**config.mk**
```make
export PLATFORM = sky130hd
export DESIGN_NAME = dma_lifecycle_ctrl
export DESIGN_NICKNAME = d
export VERILOG_FILES = /design/src/rtl/dlc_pkg.sv /design/src/rtl/dlc_evt_decode.sv /design/src/rtl/dlc_fsm.sv /design/src/rtl/dlc_ctrl_decode.sv /design/src/rtl/dma_lifecycle_ctrl.sv
export SDC_FILE = /design/constraint.sdc
export NUM_CORES = 1
export LEC_CHECK = 0
export BUFFER_PORTS_ARGS = -buffer_cell sky130_fd_sc_hd__buf_4
export CAP_MARGIN = 0
export CORE_MARGIN = 2
export CORE_UTILIZATION = 57
export DETAILED_ROUTE_END_ITERATION = 7
export GPL_TIMING_DRIVEN = 0
export PLACE_DENSITY = 0.93
export REMOVE_ABC_BUFFERS = 1
export SYNTH_ARGS = -nofsm -noshare
export SYNTH_HDL_FRONTEND = slang
export SYNTH_HIERARCHICAL = 1
export SYNTH_SLANG_ARGS = --single-unit
```
**constraint.sdc**
```tcl
create_clock -name clk -period 4.7 [get_ports clk]
set_clock_uncertainty 0.15 [all_clocks]
set_input_delay 0.47 -clock clk [delete_from_list [all_inputs] [get_ports clk]]
set_output_delay 0.47 -clock clk [all_outputs]
set_load 0.05 [all_outputs]
```
**src/rtl/dlc_pkg.sv**
```systemverilog
package dlc_pkg;

    localparam int NUM_EVT    = 11;
    localparam int EVT_IDX_W  = 4;
    localparam int STATE_W    = 3;

    typedef enum logic [STATE_W-1:0] {
        ST_DOWN       = 3'd0,
        ST_START_WAIT = 3'd1,
        ST_IDLE       = 3'd2,
        ST_SWCLN_WAIT = 3'd3,
        ST_HWCLN_WAIT = 3'd4,
        ST_HALT_WAIT  = 3'd5,
        ST_RUN        = 3'd6
    } lc_state_e;

    typedef enum logic [EVT_IDX_W-1:0] {
        EV_GO_DOWN    = 4'd0,
        EV_GO_START   = 4'd1,
        EV_HW_STARTED = 4'd2,
        EV_GO_RUN     = 4'd3,
        EV_SW_CLEANED = 4'd4,
        EV_HW_CLEANED = 4'd5,
        EV_HW_HALTED  = 4'd6,
        EV_GO_IDLE    = 4'd7,
        EV_ERR_SOFT   = 4'd8,
        EV_ERR_HARD   = 4'd9,
        EV_TICK       = 4'd10,
        EV_NONE       = 4'd15
    } lc_event_e;

    typedef struct packed {
        logic start_ref;
        logic hw_start;
        logic hw_clean;
        logic sw_clean;
        logic teardown;
    } lc_strobe_t;

    typedef struct packed {
        logic en;
        logic irq_en;
        logic halt;
        logic drain;
    } lc_ctrl_t;

endpackage

```
**src/rtl/dlc_evt_decode.sv**
```systemverilog
module dlc_evt_decode
    import dlc_pkg::*;
#(
    parameter int N_EVT = NUM_EVT
) (
    input  logic             clk,
    input  logic             rst_n,
    input  logic [N_EVT-1:0] evt_i,
    output lc_event_e        evt_o,
    output lc_event_e        last_evt_q
);

    always_comb begin
        evt_o = EV_NONE;
        if ($onehot(evt_i)) begin
            for (int i = 0; i < N_EVT; i++) begin
                if (evt_i[i]) begin
                    evt_o = lc_event_e'(EVT_IDX_W'(i));
                end
            end
        end
    end

    always_ff @(posedge clk or negedge rst_n) begin
        if (!rst_n) begin
            last_evt_q <= EV_NONE;
        end else if (evt_o != EV_NONE) begin
            last_evt_q <= evt_o;
        end
    end


    bad_evt_hold_chk: assert property (@(posedge clk) disable iff (!rst_n)
        !$onehot(evt_i) |=> $stable(last_evt_q));


    evt_record_chk: assert property (@(posedge clk) disable iff (!rst_n)
        $onehot(evt_i) |=> last_evt_q != EV_NONE);

endmodule

```
**src/rtl/dlc_fsm.sv**
```systemverilog
module dlc_fsm
    import dlc_pkg::*;
(
    input  logic       clk,
    input  logic       rst_n,
    input  lc_event_e  evt,
    output lc_state_e  state_q,
    output lc_state_e  state_d,
    output logic       run_req_q,
    output lc_strobe_t strobe_q
);

    logic       run_req_d;
    lc_strobe_t strobe_d;

    // Next-state, run-request and strobe decode
    always_comb begin
        state_d   = state_q;
        run_req_d = run_req_q;
        strobe_d  = '0;
        unique case (state_q)
            ST_DOWN: begin
                case (evt)
                    EV_GO_RUN: begin
                        run_req_d          = 1'b1;
                        state_d            = ST_START_WAIT;
                        strobe_d.start_ref = 1'b1;
                    end
                    EV_GO_START: begin
                        state_d            = ST_START_WAIT;
                        strobe_d.start_ref = 1'b1;
                    end
                    EV_SW_CLEANED: strobe_d.teardown = 1'b1;
                    default: ;
                endcase
            end
            ST_START_WAIT: begin
                case (evt)
                    EV_GO_DOWN: begin
                        state_d           = ST_DOWN;
                        strobe_d.teardown = 1'b1;
                    end
                    EV_HW_STARTED: state_d = run_req_q ? ST_RUN : ST_IDLE;
                    EV_GO_RUN:     run_req_d = 1'b1;
                    EV_GO_IDLE:    run_req_d = 1'b0;
                    default: ;
                endcase
            end
            ST_IDLE: begin
                case (evt)
                    EV_GO_DOWN: begin
                        state_d           = ST_DOWN;
                        strobe_d.teardown = 1'b1;
                    end
                    EV_GO_RUN: begin
                        state_d   = ST_RUN;
                        run_req_d = 1'b1;
                    end
                    default: ;
                endcase
            end
            ST_SWCLN_WAIT: begin
                case (evt)
                    EV_GO_DOWN: state_d = ST_DOWN;
                    EV_SW_CLEANED: begin
                        state_d           = ST_START_WAIT;
                        strobe_d.hw_start = 1'b1;
                    end
                    EV_GO_RUN:  run_req_d = 1'b1;
                    EV_GO_IDLE: run_req_d = 1'b0;
                    default: ;
                endcase
            end
            ST_HWCLN_WAIT: begin
                case (evt)
                    EV_GO_DOWN: begin
                        state_d           = ST_DOWN;
                        strobe_d.sw_clean = 1'b1;
                    end
                    EV_HW_CLEANED: begin
                        state_d           = ST_SWCLN_WAIT;
                        strobe_d.sw_clean = 1'b1;
                    end
                    EV_GO_RUN:  run_req_d = 1'b1;
                    EV_GO_IDLE: run_req_d = 1'b0;
                    default: ;
                endcase
            end
            ST_HALT_WAIT: begin
                case (evt)
                    EV_GO_DOWN: begin
                        state_d           = ST_DOWN;
                        strobe_d.sw_clean = 1'b1;
                    end
                    EV_HW_HALTED: begin
                        state_d           = ST_HWCLN_WAIT;
                        strobe_d.hw_clean = 1'b1;
                    end
                    EV_GO_RUN:  run_req_d = 1'b1;
                    EV_GO_IDLE: run_req_d = 1'b0;
                    default: ;
                endcase
            end
            ST_RUN: begin
                case (evt)
                    EV_GO_DOWN: begin
                        state_d           = ST_DOWN;
                        strobe_d.sw_clean = 1'b1;
                    end
                    EV_HW_HALTED, EV_ERR_SOFT: begin
                        state_d           = ST_SWCLN_WAIT;
                        strobe_d.sw_clean = 1'b1;
                    end
                    EV_GO_IDLE: begin
                        state_d   = ST_HALT_WAIT;
                        run_req_d = 1'b0;
                    end
                    EV_ERR_HARD: state_d = ST_HALT_WAIT;
                    default: ;
                endcase
            end
            default: state_d = ST_DOWN;
        endcase
    end

    // State register
    always_ff @(posedge clk or negedge rst_n) begin
        if (!rst_n) begin
            state_q <= ST_DOWN;
        end else begin
            state_q <= state_d;
        end
    end

    // Output registers
    always_ff @(posedge clk or negedge rst_n) begin
        if (!rst_n) begin
            run_req_q <= 1'b0;
            strobe_q  <= '0;
        end else begin
            run_req_q <= run_req_d;
            strobe_q  <= strobe_d;
        end
    end


    strobe_onehot_chk: assert property (@(posedge clk) disable iff (!rst_n)
        $onehot0(strobe_q));


    startup_route_chk: assert property (@(posedge clk) disable iff (!rst_n)
        (state_q == ST_START_WAIT && evt == EV_HW_STARTED)
        |=> (state_q == ($past(run_req_q) ? ST_RUN : ST_IDLE)));


    tick_hold_chk: assert property (@(posedge clk) disable iff (!rst_n)
        (evt == EV_TICK) |=> ($stable(state_q) && $stable(run_req_q)));


    go_down_chk: assert property (@(posedge clk) disable iff (!rst_n)
        (evt == EV_GO_DOWN) |=> (state_q == ST_DOWN));


    run_to_halt_chk: assert property (@(posedge clk) disable iff (!rst_n)
        (state_q == ST_RUN && evt == EV_GO_IDLE)
        |=> (state_q == ST_HALT_WAIT && !run_req_q));


    hw_start_entry_chk: assert property (@(posedge clk) disable iff (!rst_n)
        strobe_q.hw_start |-> (state_q == ST_START_WAIT));

endmodule

```
**src/rtl/dlc_ctrl_decode.sv**
```systemverilog
module dlc_ctrl_decode
    import dlc_pkg::*;
(
    input  logic      clk,
    input  logic      rst_n,
    input  lc_state_e state_d,
    output lc_ctrl_t  ctrl_q
);

    lc_ctrl_t ctrl_d;

    always_comb begin
        ctrl_d = '0;
        unique case (state_d)
            ST_RUN: begin
                ctrl_d.en     = 1'b1;
                ctrl_d.irq_en = 1'b1;
            end
            ST_HALT_WAIT:                 ctrl_d.halt  = 1'b1;
            ST_SWCLN_WAIT, ST_HWCLN_WAIT: ctrl_d.drain = 1'b1;
            default: ;
        endcase
    end

    always_ff @(posedge clk or negedge rst_n) begin
        if (!rst_n) begin
            ctrl_q <= '0;
        end else begin
            ctrl_q <= ctrl_d;
        end
    end


    ctrl_exclusive_chk: assert property (@(posedge clk) disable iff (!rst_n)
        $onehot0({ctrl_q.en, ctrl_q.halt, ctrl_q.drain}));

endmodule

```
**src/rtl/dma_lifecycle_ctrl.sv**
```systemverilog
module dma_lifecycle_ctrl
    import dlc_pkg::*;
#(
    parameter int N_EVT = NUM_EVT
) (
    input  logic             clk,
    input  logic             rst_n,
    input  logic [N_EVT-1:0] evt_i,
    output logic [2:0]       state_o,
    output logic             run_req_o,
    output logic [3:0]       last_evt_o,
    output logic             eng_en_o,
    output logic             eng_irq_en_o,
    output logic             eng_halt_o,
    output logic             eng_drain_o,
    output logic             start_ref_o,
    output logic             hw_start_o,
    output logic             hw_clean_o,
    output logic             sw_clean_o,
    output logic             teardown_o
);

    lc_event_e  evt;
    lc_event_e  last_evt;
    lc_state_e  state_q;
    lc_state_e  state_d;
    logic       run_req;
    lc_strobe_t strobe;
    lc_ctrl_t   ctrl;

    dlc_evt_decode #(.N_EVT(N_EVT)) u_evt (
        .clk        (clk),
        .rst_n      (rst_n),
        .evt_i      (evt_i),
        .evt_o      (evt),
        .last_evt_q (last_evt)
    );

    dlc_fsm u_fsm (
        .clk       (clk),
        .rst_n     (rst_n),
        .evt       (evt),
        .state_q   (state_q),
        .state_d   (state_d),
        .run_req_q (run_req),
        .strobe_q  (strobe)
    );

    dlc_ctrl_decode u_ctrl (
        .clk     (clk),
        .rst_n   (rst_n),
        .state_d (state_d),
        .ctrl_q  (ctrl)
    );

    assign state_o      = state_q;
    assign run_req_o    = run_req;
    assign last_evt_o   = last_evt;
    assign eng_en_o     = ctrl.en;
    assign eng_irq_en_o = ctrl.irq_en;
    assign eng_halt_o   = ctrl.halt;
    assign eng_drain_o  = ctrl.drain;
    assign start_ref_o  = strobe.start_ref;
    assign hw_start_o   = strobe.hw_start;
    assign hw_clean_o   = strobe.hw_clean;
    assign sw_clean_o   = strobe.sw_clean;
    assign teardown_o   = strobe.teardown;


    run_ctrl_chk: assert property (@(posedge clk) disable iff (!rst_n)
        eng_en_o == (state_q == ST_RUN));


    drain_ctrl_chk: assert property (@(posedge clk) disable iff (!rst_n)
        eng_drain_o == (state_q == ST_SWCLN_WAIT || state_q == ST_HWCLN_WAIT));


    bad_evt_state_chk: assert property (@(posedge clk) disable iff (!rst_n)
        !$onehot(evt_i) |=> ($stable(state_o) && $stable(run_req_o)));


    hard_err_chk: assert property (@(posedge clk) disable iff (!rst_n)
        (state_q == ST_RUN && $onehot(evt_i) && evt_i[9])
        |=> (state_q == ST_HALT_WAIT && $stable(run_req_o)));

endmodule

```
; Word level (Yosys, flattened, before mapping)
; Cells that the tools add are included.
[word_totals]
out_inout_bits = 17
elab_cells = 98
reg_bits = 17
in_bits = 13
[op_classes]
add_sub_neg = 10
reduce_logical = 13
muxes = 39
n_eq_ne = 24
[op_table]
columns = cell, count
row1 = $mux 4, 12
row2 = $pmux 3 s2, 5
row3 = $pmux 3 s7, 1
row4 = $eq 3x3->1 const B, 6
row5 = $add 4x4->4, 4
row6 = $eq 4x3->1 const B, 4
row7 = $reduce_or 2->1, 7
row8 = $mux 1, 13
row9 = $add 1x1->2, 5
row10 = $eq 3x2->1 const B, 3
row11 = $pmux 3 s3, 1
row12 = $eq 4x1->1 const B, 2
row13 = $eq 4x2->1 const B, 2
row14 = $eq 4x4->1 const B, 2
row15 = $mux 3, 2
row16 = $pmux 1 s3, 2
row17 = $add 4x1->4, 1
row18 = $logic_not 4->1, 1
row19 = $ne 4x4->1 const B, 1
row20 = $pmux 1 s2, 2
row21 = $reduce_and 4->1, 1
row22 = $reduce_or 4->1, 1
row23 = $eq 3x1->1 const B, 1
row24 = $logic_not 3->1, 1
row25 = 6 further kinds, 6

; Longest topological paths before layout
[depth]
word_depth = 19
mapped_depth = 18
mapped_depth_nobuf = 16

; Cells and area by module
; The synthesis kept the hierarchy.
[modules_own_cells]
columns = mod, cells_each, seq_area_each_um2, n_inst, area_per_inst_um2
row1 = dlc_fsm, 71, 225.2, 1, 600.6
row2 = dlc_evt_decode, 64, 105.1, 1, 566.8
row3 = dlc_ctrl_decode, 10, 75.1, 1, 118.9

; Least setup slack after synthesis
; No wires, ideal clock.
[synth_timing]
path_type = input to register
startpoint = input evt_i[5]
endpoint = register u_ctrl/ctrl_q[1] (netlist bit)
path_buffers = 1
arrival_ns = 4.946
path_stages = 17
setup_ns = 0.120
t_required_ns = 4.430
setup_slack_ns = -0.516
cell_sequence = fa_1 fa_1 inv_1 fa_1 fa_1 fa_1 nor2b_1 nor3b_1 o21a_1 clkbuf_1 nand3b_1 nand2b_1 or4_1 o31a_1 o211ai_1 inv_1 and3_1
[synth_lines]
columns = item, line
row1 = start: declaration, dma_lifecycle_ctrl.sv:8  ; input logic [N_EVT-1:0] evt_i,
row2 = end signal: assignment, dlc_ctrl_decode.sv:29  ; ctrl_q <= ctrl_d;
row3 = end: declaration, dlc_ctrl_decode.sv:7  ; output lc_ctrl_t ctrl_q

==> run metrics <==
run status=finished with violations; failing checks=setup timing; Final Cycle Share=104%; Buf/Inv on CP=4; switching share of power=44.4%; part of the power in registers=28.4%; antenna violations before repair=0; fin cells=213; clock root cell=clkbuf_4; Setup violations, final=3; crit end category=flip-flop; Area Growth Syn to Fin=35.3%; ys async rst share=100%; Crit Path Max Fanout=5; DR iter-0 viols=55; pwr/cell area=386 nW/um2; mapped cell area=1290 um2; synth unique cells=48; share of layout cells above drive strength 1=40.5%; P_leak=0.799 nW; post-route setup slack=-196 ps; num ports=30; htree depth=1; RSZ-0062 raised after global routing=true; sequential share of the synthesized area=31.5%; Synth warnings=6; WHS=323 ps; Die Y=51.5 um; number of global-route vias before repair=1184; DP HPWL=2220 um; CTS tree=yes; Max Cap Viol=0; Die ar.=2650 um2; cell mode on critical path=fa_1; top_reg_cell synth=dfrtp_1; Initial DRT Pass Iterations=4; Clock Latency Late Sink=300 ps; Core Rows=17; FMAX=204 MHz; routability cong.=0.942; Yosys top cell by area=dfrtp_1; crit-path cells=buf_8 -> fa_1 -> fa_1 -> inv_2 -> fa_1 -> fa_2 -> fa_2 -> nor2b_1 -> nor3b_4 -> o21a_2 -> nand3b_1 -> nand2b_4 -> or4_4 -> o31a_1 -> o211ai_1 -> buf_4 -> inv_2 -> and3_1; Synth Register Bits=16; via count=1308; global-route wire length before repair=5250 um; Avg Vias per Cell=6.14; worst path required time=4750 ps; Arr. time, crit path=4950 ps; crit path kind=input port to flip-flop; fin. max-slew vios=0; Layout Nets=209; Final Critical Period=4900 ps; clk buf depth=2; slowest CP cell=fa_1; Hold Crit Class=input port to flip-flop; relative slew slack=65.5%; most common cell in the netlist=inv_1; Clock Pin Slew Worst Setup and Hold Paths=90 ps; Die Span X=51.5 um; I/O Buffers=29; crit-path max cell delay=530 ps; core area=2170 um2; Post-Synthesis Cells=145; placed cells=194; Pint=373 uW; drt drc=0; family with the most delay on the worst path=adder cells; Fin. Hold Viols=0; Wirelength per Cell=16.2 um; maximum vdd drop=0.365 mV; Diodes inserted=0; Synth top area share=23.3%; Comb power frac=57.3%; Post-synth EDFFs=0; Starting Density=59.3%; syn avg cell area=8.87 um2; Clock power frac=14.3%; Util after Layout=80.2%; DRT Wirelength=3460 um; most instantiated cells after synthesis=inv_1 (17), nor2_1 (14), dfrtp_1 (12), a21oi_1 (10), nand2_1 (8); GRT overflow=0; TritonCTS Buffers=3; largest net degree at the start of global routing=17; Synth area leaders=dfrtp_1 (23%), fa_1 (11%), dfstp_2 (8.2%), inv_1 (5.0%), nor2_1 (4.1%); Psw=298 uW; critical path launch point type=input port; Routed Antenna Nets=0; Worst-Margin Slew=517 ps; GRT Resource Usage Total=26.7%; TritonCTS Sinks=16
==> kinds of logic after synthesis <==
logic type | count (synthesis) | share of synthesized area [%]
AND/OR/NAND/NOR | 55 | 25.6
AO/OA/AOI/OAI | 38 | 19.9
multiplexers | 1 | 0.875
buffers and inverters | 25 | 8.27
adder cells (fa/ha/maj) | 10 | 13.8
flip-flops | 16 | 31.5
==> tightest hold or removal path, delay by kind of cell <==
family                 cells  cell delay (ps)
AO/OA/AOI/OAI              1               60
buffers and inverters      1               90
AND/OR/NAND/NOR            2              150
==> layout by cell type, fill, tap and decap left out, types with 2 or more instances in the layout <==
cell      synthesis  routed
and3_1            3       3
nor2_1           14      13
nor4_1            2       2
or4_4             1       2
nand2_2           0       2
nor3_1            4       4
o22ai_1           2       2
buf_4             1      37
buf_6             1       5
ha_1              3       3
o21ai_0           7       6
nor2b_1           3       3
or3_1             3       3
o31a_1            2       2
a211oi_1          2       2
fa_1              7       5
nand2b_4          0       2
inv_1            17      15
nand3b_1          3       3
o221ai_1          2       2
o21ai_1           1       2
dfrtp_1          12      12
clkbuf_4          0       3
a21oi_1          10       9
nand2_1           8       5
dfstp_2           4       4
fa_2              0       2
o211ai_1          2       2
inv_2             0       2
==> path summary, 6_finish.rpt <==
| check | startpoint | to | slack, ps | cells after the start |
|---|---|---|---|---|
| setup / recovery | evt_i[5] | u_ctrl/ctrl_q[1] | -200 | 18 |
| hold / removal | evt_i[9] | u_evt/last_evt_q[2] | 320 | 4 |
| setup reg to reg | u_fsm/state_q[1] | u_ctrl/ctrl_q[1] | 2510 | 7 |
| hold reg to reg | u_evt/last_evt_q[0] | u_evt/last_evt_q[0] | 390 | 2 |
| max in group asynchronous | rst_n | u_evt/last_evt_q[1] | 3740 | 2 |
| min in group asynchronous | rst_n | u_fsm/run_req_q | 400 | 2 |
==> per-stage QoR <==
step                setup slack (ps)  setup TNS [ps]  power (mW)  cell area, um2
floorplan                       -412           -1360       0.411            1240
global placement                -869           -4510       0.484            1500
detailed placement             -1010           -5990       0.496            1500
CTS                            -93.8            -163       0.655            1700
global route                    -284            -877       0.706            1740
finish                          -196            -464       0.671            1740
==> repair_timing <==
item | CTS | global route
resized for setup | 26 | 2
endpoints found under the hold margin | 12 | 0
setup endpoints to repair | 7 | 6
gates cloned | 0 | 0
hold buffers | 1 | 0
setup buffers | 9 | 5
pin swaps | 4 | 1
==> final cells by class <==
class,instances,area (um2)
sequential,16,405
multi-input combinational,104,841
clock buffer,4,36.3
fill,141,429
tap,28,35.0
inverter,17,63.8
timing repair buffer,44,359
==> power by group through the flow <==
stage | Sequential (mW) | Combinational (mW) | Clock [mW]
6_report | 0.191 | 0.385 | 0.0957
5_1_grt | 0.194 | 0.411 | 0.101
4_1_cts | 0.190 | 0.367 | 0.0974
2_1_floorplan | 0.263 | 0.148 | 0
3_5_place_dp | 0.192 | 0.304 | 0
3_3_place_gp | 0.191 | 0.292 | 0
==> state kept, by name, indices dropped and copies added, names as in the netlist <==
name / count
u_fsm/state_q: 3
u_ctrl/ctrl_q: 3
u_fsm/strobe_q: 5
u_fsm/run_req_q: 1
u_evt/last_evt_q: 4
==> layer usage <==
layer	share of wire, %	vias to the layer above	global-route usage, %
li1	-	591	-
met1	36	628	31.8
met2	54	79	47.9
met3	6.8	10	2.01
met4	3.0	0	14.5
met5	0	-	0
Note: power is estimated with default switching activity, not from simulation.
